[src/rtl/skew_pkg.sv]
package skew_pkg;
  typedef enum logic {
    ACC_ROW = 1'b0,
    ACC_COL = 1'b1
  } acc_kind_e;
endpackage

[src/rtl/skew_addr_gen.sv]
module skew_addr_gen
  import skew_pkg::*;
#(
  parameter int N  = 4,
  parameter int IW = 2
) (
  input  acc_kind_e               kind,
  input  logic [IW-1:0]           idx,
  output logic [N-1:0][IW-1:0]    offs
);
  // row r: every bank reads word r; column c: bank m reads word (m - c) mod N
  for (genvar m = 0; m < N; m++) begin : g_off
    always_comb begin
      int t;
      t = m + N - int'(idx);
      if (t >= N) t = t - N;
      if (kind == ACC_COL) offs[m] = IW'(t);
      else                 offs[m] = idx;
    end
  end
endmodule

[src/rtl/skew_rotator.sv]
module skew_rotator #(
  parameter int N    = 4,
  parameter int DW   = 16,
  parameter int IW   = 2,
  parameter bit LEFT = 1'b1
) (
  input  logic [N-1:0][DW-1:0] din,
  input  logic [IW-1:0]        sh,
  output logic [N-1:0][DW-1:0] dout
);
  // LEFT:  dout[k] = din[(k + sh) mod N]
  // right: dout[k] = din[(k - sh) mod N]
  for (genvar k = 0; k < N; k++) begin : g_lane
    logic [IW-1:0] sel;
    always_comb begin
      int s;
      if (LEFT) s = k + int'(sh);
      else      s = k + N - int'(sh);
      if (s >= N) s = s - N;
      sel     = IW'(s);
      dout[k] = din[sel];
    end
  end
endmodule

[src/rtl/skew_bank.sv]
module skew_bank #(
  parameter int DEPTH = 4,
  parameter int DW    = 16,
  parameter int AW    = 2
) (
  input  logic          clk,
  input  logic          rst_n,
  input  logic          we,
  input  logic          re,
  input  logic [AW-1:0] addr,
  input  logic [DW-1:0] wd,
  output logic [DW-1:0] q
);
  logic [DW-1:0] mem [DEPTH];
  logic [DW-1:0] q_d;

  always_ff @(posedge clk) begin
    if (we) mem[addr] <= wd;
  end

  always_comb begin
    q_d = q;
    if (re) q_d = mem[addr];
  end

  always_ff @(posedge clk or negedge rst_n) begin
    if (!rst_n) q <= '0;
    else        q <= q_d;
  end
endmodule

[src/rtl/skew_matrix_store.sv]
module skew_matrix_store
  import skew_pkg::*;
#(
  parameter int N  = 4,
  parameter int DW = 16,
  localparam int IW = (N > 1) ? $clog2(N) : 1
) (
  input  logic            clk,
  input  logic            rst_n,
  input  logic            cmd_valid,
  input  logic            cmd_write,
  input  logic            cmd_kind,
  input  logic [IW-1:0]   cmd_index,
  input  logic [N*DW-1:0] wr_data,
  output logic            rd_valid,
  output logic [N*DW-1:0] rd_data
);
  logic                  rd_cmd, wr_cmd;
  acc_kind_e             kind;
  logic [N-1:0][IW-1:0]  offs;
  logic [N-1:0][DW-1:0]  wr_lanes, wr_banks;
  logic [N-1:0][DW-1:0]  bank_q, rd_lanes;
  logic [IW-1:0]         idx_q, idx_d;
  logic                  valid_d;

  assign rd_cmd   = cmd_valid & ~cmd_write;
  assign wr_cmd   = cmd_valid &  cmd_write;
  assign kind     = acc_kind_e'(cmd_kind);
  assign wr_lanes = wr_data;

  skew_addr_gen #(.N(N), .IW(IW)) u_addr (
    .kind (kind),
    .idx  (cmd_index),
    .offs (offs)
  );

  // lane c goes to bank (c + idx) mod N
  skew_rotator #(.N(N), .DW(DW), .IW(IW), .LEFT(1'b0)) u_wr_rot (
    .din  (wr_lanes),
    .sh   (cmd_index),
    .dout (wr_banks)
  );

  for (genvar m = 0; m < N; m++) begin : g_bank
    skew_bank #(.DEPTH(N), .DW(DW), .AW(IW)) u_bank (
      .clk   (clk),
      .rst_n (rst_n),
      .we    (wr_cmd),
      .re    (rd_cmd),
      .addr  (offs[m]),
      .wd    (wr_banks[m]),
      .q     (bank_q[m])
    );
  end

  always_comb begin
    valid_d = rd_cmd;
    idx_d   = idx_q;
    if (rd_cmd) idx_d = cmd_index;
  end

  always_ff @(posedge clk or negedge rst_n) begin
    if (!rst_n) begin
      rd_valid <= 1'b0;
      idx_q    <= '0;
    end else begin
      rd_valid <= valid_d;
      idx_q    <= idx_d;
    end
  end

  // lane k takes bank (k + idx) mod N
  skew_rotator #(.N(N), .DW(DW), .IW(IW), .LEFT(1'b1)) u_rd_rot (
    .din  (bank_q),
    .sh   (idx_q),
    .dout (rd_lanes)
  );

  assign rd_data = rd_lanes;
endmodule

[config.mk]
export PLATFORM = sky130hd
export DESIGN_NAME = skew_matrix_store
export DESIGN_NICKNAME = d
export VERILOG_FILES = /design/src/rtl/skew_pkg.sv /design/src/rtl/skew_addr_gen.sv /design/src/rtl/skew_rotator.sv /design/src/rtl/skew_bank.sv /design/src/rtl/skew_matrix_store.sv
export SDC_FILE = /design/constraint.sdc
export NUM_CORES = 1
export LEC_CHECK = 0
export BUFFER_PORTS_ARGS = -buffer_cell sky130_fd_sc_hd__buf_2
export CORE_UTILIZATION = 45
export DETAILED_ROUTE_END_ITERATION = 7
export HOLD_SLACK_MARGIN = 0.05
export SYNTH_ARGS = -nofsm -noshare
export SYNTH_HDL_FRONTEND = slang
export SYNTH_HIERARCHICAL = 1
export SYNTH_SLANG_ARGS = --single-unit
[constraint.sdc]
create_clock -name clk -period 1.5 [get_ports clk]
set_input_delay 0.15 -clock clk [delete_from_list [all_inputs] [get_ports clk]]
set_output_delay 0.15 -clock clk [all_outputs]
set_load 0.005 [all_outputs]
==> summary.md <==
### Worst setup path
• arrival time of the worst setup path: 1.93 ns
• crit path launch type: flop
• launch point of the worst reg-to-reg path: g_bank[0].u_bank/mem[2][5]$_DFFE_PP_
• maximum fanout encountered on the critical timing path: 8
• critical path launch point: idx_q[0]$_DFFE_PN0P_
• data required time at the worst endpoint: 1.35 ns
• critical setup path kind: reg2out
• Critical Path End Type: output port
• number of cell instances on the worst register-to-register path: 2

### Global route
• global-route usage over all layers: 0.224
• global-route wire length before repair: 58.0 mm
• largest net degree at the start of global routing: 30
• vias in the first global route: 9017
• antenna violations before repair: 0
• Congestion Overflow GR: 0

### Clocking
• clk sink count: 323
• source-to-sink clock delay at the later pin of the worst-skew pair: 0.51 ns
• Max clock buf depth: 3
• Clk pin slew, worst setup/hold paths: 0.06 ns
• CTS tree: built
• clock root buffer: sky130_fd_sc_hd__clkbuf_16
• Inserted Clock Buffers: 36
• level count of the clock H-tree: 2

### Floorplanning
• placeable core region: 0.0338 mm2
• height of the chip: 188 um
• Die Area: 0.0353 mm2
• ports placed on the boundary: 136
• Horiz. Die Dim: 188 um
• initial standard-cell utilization of the core: 0.461
• Cell Rows: 67

### Routing
• total routed wirelength: 38.7 mm
• number of violations reported at the end of detailed-routing iteration 0: 643
• via count: 8891
• first drt pass iteration count: 4
• vias per cell: 5.87
• Avg WL per Cell: 25.5 um
• DRC errors left: 0
• number of nets still failing antenna checks after routing: 0

### Pwr
• total power of the final layout: 24.8 mW
• Static Leakage: 7.00 nW
• power density over the cells: 1290 mW/mm2
• Max VDD drop: 0.773 mV

### Run status
• failing checks: negative setup slack
• result of the run: finished, violations left

### Cells and area
• layout overhead on the synthesized area: 23.2%
• commonest cells after routing, fill and taps aside: sky130_fd_sc_hd__edfxtp_1, sky130_fd_sc_hd__mux4_2, sky130_fd_sc_hd__buf_2
• number of nets in the layout: 1110
• Cell Count, Final, Fillers Out: 1515
• most common library cell in the layout ignoring fill and taps: sky130_fd_sc_hd__edfxtp_1
• post-route standard cell area excluding fillers: 0.0192 mm2
• fillers: 2611
• Core Util, Final: 0.568
• fraction of layout cells with a size suffix above 1: 0.484
• Antenna diodes: 0

### Min path
• class of the worst hold path: in2async

### Yosys
• biggest area consumer among synthesized cells: sky130_fd_sc_hd__edfxtp_1
• nets in the synthesized netlist: 868
• #FFs+latches synth: 323
• instance count of the mapped netlist: 797
• portion of the post-synthesis area used by sequential elements: 0.602
• synthesized area divided by synthesized cell count: 19.5 um2
• area share of the largest cell type after synthesis: 0.494
• leading post-synthesis cells by cell area: sky130_fd_sc_hd__edfxtp_1, sky130_fd_sc_hd__mux4_2, sky130_fd_sc_hd__dfrtp_1, sky130_fd_sc_hd__mux4_1, sky130_fd_sc_hd__mux2i_1
• number of warnings printed during yosys synthesis: 6
• cell area after synthesis: 0.0156 mm2
• count of different cell masters after synthesis: 29

### STA
• maximum frequency from static timing analysis: 0.482 GHz
• Final Cycle Share: 1.38
• Hold Vio Cnt, Final: 0
• clock period minus final worst setup slack: 2.08 ns
• Setup-failing EPs final: 64
• max-slew headroom at the worst pin: 0.664
• RSZ-0062 raised after global routing: true
• final clock skew: 0.0165 ns
• Worst-Margin Slew: 0.504 ns
• min setup slack post-route: -0.575 ns
• Final TNS setup: -33.26 ns
• Slew Viols, Final: 0

### Placement
• placed instance area: 0.0176 mm2
• estimated wirelength of the detail-placed design: 27.6 mm
• GPL Wtd Cong: 0.816
• PortBufs: 135
• total instance count after detailed placement: 1424

### Job
• maxcap violations: 0

[layer usage]
metal / global-route usage / up-vias / part of all wire / wire length, um
li1: - / 3848 / - / -
met1: 0.293 / 4706 / 0.41 / 15900
met2: 0.388 / 286 / 0.52 / 20100
met3: 0.0301 / 51 / 0.042 / 1630
met4: 0.0704 / 0 / 0.027 / 1050
met5: 0 / - / 0 / 0
[final cells by class]
type	instances	area, um2	area share
well taps	448	561	0.0292
clock inverters	15	119	0.00620
flip-flops and latches	323	9370	0.488
clock buffers	51	1040	0.0542
repair buffers	268	2340	0.122
multi-input cells	410	5750	0.300
[state kept, by name (all words and copies together), names as in the netlist]
| register | flops |
|---|---|
| g_bank.u_bank/mem | 256 |
| g_bank.u_bank/q | 64 |
| idx_q | 2 |
| rd_valid | 1 |
[what timing repair did]
action | CTS | global route
hold buffers | 1 | 0
endpoints found under the setup margin | 64 | 64
gates cloned | 6 | 2
endpoints found under the hold margin | 67 | 0
setup buffers | 16 | 1
gates resized for setup | 17 | 14
[critical path, cell delays in order, from the launching register on]
cell and delay, ns:
sky130_fd_sc_hd__dfrtp_4 0.44, sky130_fd_sc_hd__buf_12 0.15, sky130_fd_sc_hd__buf_12 0.14, sky130_fd_sc_hd__mux4_2 0.53, sky130_fd_sc_hd__buf_6 0.14
[final timing paths]
| kind | to | slack [ns] |
|---|---|---|
| worst max-delay path | rd_data[44] | -0.58 |
| worst max register to register | g_bank[0].u_bank/q[5]$_DFFE_PN0P_ | 0.20 |
| max in group asynchronous | rd_valid$_DFF_PN0_ | 0.92 |
| worst min-delay path | g_bank[1].u_bank/q[13]$_DFFE_PN0P_ | 0.09 |
| min in group clk | idx_q[1]$_DFFE_PN0P_ | 0.14 |
| worst min register to register | g_bank[3].u_bank/q[13]$_DFFE_PN0P_ | 0.46 |
[synth_stat cells]
cell type,count
sky130_fd_sc_hd__a221oi_1,28
sky130_fd_sc_hd__a221oi_2,8
sky130_fd_sc_hd__and2_1,4
sky130_fd_sc_hd__and2_2,1
sky130_fd_sc_hd__and2b_1,4
sky130_fd_sc_hd__and3_1,4
sky130_fd_sc_hd__and3b_1,4
sky130_fd_sc_hd__buf_12,4
sky130_fd_sc_hd__buf_2,24
sky130_fd_sc_hd__buf_4,13
sky130_fd_sc_hd__buf_6,18
sky130_fd_sc_hd__clkbuf_1,4
sky130_fd_sc_hd__clkbuf_8,1
sky130_fd_sc_hd__dfrtp_1,67
sky130_fd_sc_hd__edfxtp_1,256
sky130_fd_sc_hd__mux2_2,12
sky130_fd_sc_hd__mux2_4,18
sky130_fd_sc_hd__mux2i_1,36
sky130_fd_sc_hd__mux4_1,34
sky130_fd_sc_hd__mux4_2,122
sky130_fd_sc_hd__nand2_1,9
sky130_fd_sc_hd__nand2b_1,1
sky130_fd_sc_hd__nor2_1,44
sky130_fd_sc_hd__nor2b_1,36
sky130_fd_sc_hd__nor2b_4,1
sky130_fd_sc_hd__nor3b_1,4
sky130_fd_sc_hd__o21a_1,36
sky130_fd_sc_hd__xnor2_1,2
sky130_fd_sc_hd__xor2_1,2
[where the power goes]
part / internal (mW) / switching, mW
Sequential: 10.5 / 0.715
Combinational: 3.01 / 2.09
Clock: 5.03 / 3.46
Total: 18.5 / 6.26
[per-stage QoR]
stage	setup WS, ns	hold WS, ns
floorplan	-0.155	-0.146
global placement	-0.315	0.0754
detailed placement	-0.348	0.0786
CTS	-0.628	0.0904
global route	-0.610	0.111
finish	-0.575	0.0943
[cell families (layout without fill, tap and decap cells)]
logic type	after synthesis	after routing	share of synthesized area
flops	323	323	0.602
compound gates	72	72	0.0408
buf+inv	64	334	0.0340
xor+xnor	4	4	0.00225
simple gates	112	112	0.0383
mux	222	222	0.283
Note: power is estimated with default switching activity, not from simulation.
